`src/rtl/sar_conv_ctrl.sv`:
```
module sar_conv_ctrl #(
  parameter int NBITS   = 12,
  parameter int BIT_CYC = 4
) (
  input  logic             clk,
  input  logic             rst_n,
  input  logic             start,
  input  logic             bipolar,
  input  logic             cmp_hi,
  output logic [NBITS-1:0] trial,
  output logic             busy,
  output logic             eoc,
  output logic [NBITS-1:0] result
);
  localparam int CW = (BIT_CYC > 1) ? $clog2(BIT_CYC) : 1;
  localparam int IW = (NBITS > 1) ? $clog2(NBITS) : 1;
  localparam logic [CW-1:0] CNT_LAST = CW'(BIT_CYC - 1);
  localparam logic [NBITS-1:0] ONE = NBITS'(1);

  logic [NBITS-1:0] code, kept, nxt;
  logic [CW-1:0]    cnt;
  logic [IW-1:0]    idx;
  logic             bip_q, last_per;

  assign kept  = cmp_hi ? code : (code & ~(ONE << idx));
  assign nxt   = (idx == '0) ? kept : (kept | (ONE << (idx - IW'(1))));
  assign trial = code;

  always_ff @(posedge clk or negedge rst_n) begin
    if (!rst_n) begin
      busy     <= 1'b0;
      eoc      <= 1'b0;
      result   <= '0;
      code     <= '0;
      cnt      <= '0;
      idx      <= '0;
      bip_q    <= 1'b0;
      last_per <= 1'b0;
    end else begin
      eoc <= 1'b0;
      if (!busy) begin
        if (start) begin
          busy     <= 1'b1;
          bip_q    <= bipolar;
          code     <= ONE << (NBITS - 1);
          cnt      <= '0;
          idx      <= IW'(NBITS - 1);
          last_per <= 1'b0;
        end
      end else if (cnt != CNT_LAST) begin
        cnt <= cnt + CW'(1);
      end else begin
        cnt <= '0;
        if (last_per) begin
          busy   <= 1'b0;
          eoc    <= 1'b1;
          result <= bip_q ? (code ^ (ONE << (NBITS - 1))) : code;
        end else begin
          code <= nxt;
          if (idx == '0) last_per <= 1'b1;
          else           idx <= idx - IW'(1);
        end
      end
    end
  end
endmodule


```
`config.mk`:
```
export PLATFORM = sky130hd
export DESIGN_NAME = sar_conv_ctrl
export DESIGN_NICKNAME = d
export VERILOG_FILES = /design/src/rtl/sar_conv_ctrl.sv
export SDC_FILE = /design/constraint.sdc
export NUM_CORES = 1
export LEC_CHECK = 0
export ABC_AREA = 1
export ABC_CLOCK_PERIOD_IN_PS = 1400
export BUFFER_PORTS_ARGS = -buffer_cell sky130_fd_sc_hd__buf_2
export CORE_MARGIN = 4
export CORE_UTILIZATION = 51
export CTS_BUF_LIST = sky130_fd_sc_hd__clkbuf_4 sky130_fd_sc_hd__clkbuf_8
export DETAILED_ROUTE_END_ITERATION = 6
export PLACE_DENSITY = 0.77
export SLEW_MARGIN = 20
export SYNTH_ARGS = -nofsm -noshare
export SYNTH_HDL_FRONTEND = slang
export SYNTH_SLANG_ARGS = --single-unit
```
`constraint.sdc`:
```
create_clock -name clk -period 1.4 [get_ports clk]
set_clock_uncertainty 0.15 [all_clocks]
set_input_delay 0.07 -clock clk [delete_from_list [all_inputs] [get_ports clk]]
set_output_delay 0.07 -clock clk [all_outputs]
set_load 0.005 [all_outputs]
```
==> reports/qor.tcl <==
set qor(launching_point_of_the_worst_reg2reg_path) {cnt[0]}
set qor(maximum_number_of_pins_on_one_net_before_global_route_repair) 22
set qor(die_footprint_sq_mm) 0.00433
set qor(critPathLaunch) {cnt[0]}
set qor(synth.yosys.seq_area_share_pct) 49.9
set qor(global_route_usage_sum_pct) 20.7
set qor(tritoncts.num_buffers) 5
set qor(grt_antenna_before_repair) 0
set qor(layout.core_utilization_pct) 73.3
set qor(fp.dieW_um) 65.8
set qor(grt_pass1_vias) 1525
set qor(fin_ws_ps) -57.8
set qor(busiest_layer) {met2}
set qor(clock_tree.htree_level_count) 2
set qor(synth.net_count) 226
set qor(critical_path.endpoint) {idx[3]}
set qor(route.final.wire_length_mm) 4.09
set qor(netlist_top_cells_area) {sky130_fd_sc_hd__dfrtp_1, sky130_fd_sc_hd__nand2_1, sky130_fd_sc_hd__ha_1}
set qor(detailroute.via_count) 1573
set qor(setup_ws_pre_cts_ps) -74.9
set qor(antenna_left) 0
set qor(synth_top_area_share_pct) 49.9
set qor(finalNonFillerCells) 313
set qor(ios) 31
set qor(placement.cell_area_sq_mm) 0.00200
set qor(nFillCells) 220
set qor(timing.setup.critical_path_class) {flop to flop}
set qor(area_growth_syn_to_layout_pct) 34.4
set qor(globalRouteMet3Util_pct) 3.57
set qor(drive_above_1_share_pct) 37.5
set qor(leakagePower_nw) 1.21
set qor(post_synth_instance_area_sq_mm) 0.00171
set qor(synth.yosys.warnings) 0
set qor(groute.layer.met2.usage_pct) 34.3
set qor(cts.sink_count) 34
set qor(worst_ep_arrival_time_ps) 1550
set qor(num_rows) 20
set qor(overflow) 0
set qor(synth.ff_latch_count) 34
set qor(rsz0062_at_grt) {yes}
set qor(finalSetupViolations) 16
set qor(antenna_cells) 0
set qor(p_per_area_mw_per_mm2) 2300
set qor(power.ir.vdd_worst_uv) 1240
set qor(gr-usage-met1_pct) 25.9
set qor(finalNetCount) 279
set qor(detailed_route_wire_length_per_cell_um) 13.1
set qor(rrSetupSlack_ps) -60
set qor(headroom_to_the_max_slew_limit_pct) 76.4
set qor(worst_setup_hold_path_clk_slew_ps) 110
set qor(cts_tree) {done}
set qor(detail_route.iter0.violations) 82
set qor(worst_r2r_endpoint) {idx[3]}
set qor(synth_largest_area_cell) {sky130_fd_sc_hd__dfrtp_1}
set qor(routed_via_density) 5.03
set qor(dieHeight_um) 65.8
set qor(starting_density_of_the_core_pct) 54.5
set qor(longest_individual_stage_delay_on_the_worst_path_ps) 420
set qor(end_kind) {flop}
set qor(cp_num_buf_inv) 2
set qor(worst_r2r_path_depth) 8
set qor(core_area_sq_mm) 0.00313
set qor(timing.critical_path.depth) 8
set qor(report.final.hold_viol_count) 0
set qor(detail_route.drc_violations) 0
set qor(crit_path_cell_trace) {ha_4 > nand2_4 > nor2_4 > nand2_2 > inv_2 > nand2_1 > o21ai_1 > inv_1}
set qor(clk_latency_ps) 340
set qor(clock_path_buffers) 2
set qor(type_of_the_worst_min_delay_path) {input pin to async pin}
set qor(worstSetupStartpointType) {flop}
set qor(report.final.slew_viol_count) 0
set qor(cp_data_required_time_ps) 1490
set qor(outcome) {finished, violations left}
set qor(portBuffers) 30
set qor(post_synthesis_average_cell_area_sq_um) 7.93
set qor(cts-root-buf) {sky130_fd_sc_hd__clkbuf_4}
set qor(worst_path_dominant_cell_family) {flip-flops}
set qor(cp_slowest_cell) {sky130_fd_sc_hd__dfrtp_1}
set qor(firstDrtPassIters) 4
set qor(synth.lib_cells_used.distinct) 20
set qor(syn_inst) 215
set qor(worstPathMaxFanout) 5
set qor(violated_checks) {negative setup slack}
set qor(final.hold.worst_slack_ps) 2.88
set qor(finalWeightedCongestion) 0.896
set qor(placed_cells) 297
set qor(dp_hpwl_mm) 2.73
set qor(first_pass_grt_wire_length_mm) 6.80
set qor(max_cap_viol_count) 0
set qor(fmax_mhz) 686
set qor(worst_slew_pin_slew_ps) 354
set qor(final_cell_area_sq_mm) 0.00229
set qor(timing.final.crit_period_ps) 1460
set qor(finalCritPeriodShare_pct) 104
## state kept, by name, indices dropped and copies added (netlist names)
register	count
result	12
cnt	2
bip_q	1
eoc	1
trial	12
busy	1
idx	4
last_per	1
## worst min-delay path by stage
stage,from,endpoint,slack (ps),cells past startpoint
floorplan,rst_n,bip_q,-380,0
global placement,rst_n,result[9],-150,1
detailed placement,rst_n,result[9],-160,1
CTS,rst_n,idx[1],8,2
global route,rst_n,result[9],6,2
finish,rst_n,idx[1],3,2
## through the flow
step,setup TNS [ps],total power [W]
floorplan,0,0.00322
detailed placement,-591,0.00407
global route,-2300,0.00573
finish,-340,0.00527
CTS,-91.5,0.00496
global placement,-415,0.00400
## synthesized netlist by cell type (all sizes together)
library cell and instances:
a22o 1, buf 5, dfrtp 34, ha 6, inv 18, nand2 98, nand3 13, nand3b 1
nor2 19, o21a 1, o21ai 17, o22ai 1, xnor2 1
## per-layer routing
layer / wire length (um) / part of all wire [%]
met2: 1980 / 49
met4: 97 / 2.4
met3: 193 / 4.7
met5: 0 / 0
met1: 1810 / 44
## kinds of logic after synthesis
group,Yosys count,synth area share (%)
simple gates,131,32.8
flops,34,49.9
buf+inv,23,6.09
compound gates,20,6.31
fa+ha+maj,6,4.40
xor+xnor,1,0.514
## power by group
part	switching [W]	internal, W	total [W]
combinational	0.00163	0.00127	0.00290
clock	0.000336	0.000263	0.000598
sequential	0.000358	0.00141	0.00177
total	0.00233	0.00295	0.00527
## final cells by class
cell class	count	area (sq um)	share of cell area [%]
Clock inverter	1	5.00	0.218
Inverter	18	72.6	3.17
Timing Repair Buffer	50	339	14.8
Clock buffer	7	58.8	2.57
Tap cell	44	55.1	2.40
Sequential cell	34	852	37.2
Multi-Input combinational cell	159	910	39.7
## what timing repair did
| item | in CTS | in global routing |
|---|---|---|
| cloned | 0 | 1 |
| endpoints found under the hold margin | 42 | 0 |
| pin swaps | 3 | 12 |
| hold buffers | 4 | 0 |
| setup buffers | 1 | 2 |
| resized for setup | 20 | 20 |
| setup endpoints to repair | 27 | 28 |
## cells in the final DEF, fill, tap and decap left out, types with 6 or more instances in the layout
cell type                  instances
sky130_fd_sc_hd__nand2_2          11
sky130_fd_sc_hd__buf_2            30
sky130_fd_sc_hd__clkbuf_4          6
sky130_fd_sc_hd__nand3_1          11
sky130_fd_sc_hd__nor2_1            9
sky130_fd_sc_hd__inv_1             9
sky130_fd_sc_hd__o21ai_1          14
sky130_fd_sc_hd__dfrtp_1          33
sky130_fd_sc_hd__inv_2             7
sky130_fd_sc_hd__buf_4            13
sky130_fd_sc_hd__nand2_4           8
sky130_fd_sc_hd__nand2_1          80
No activity file was read; power rests on OpenSTA's default activity.
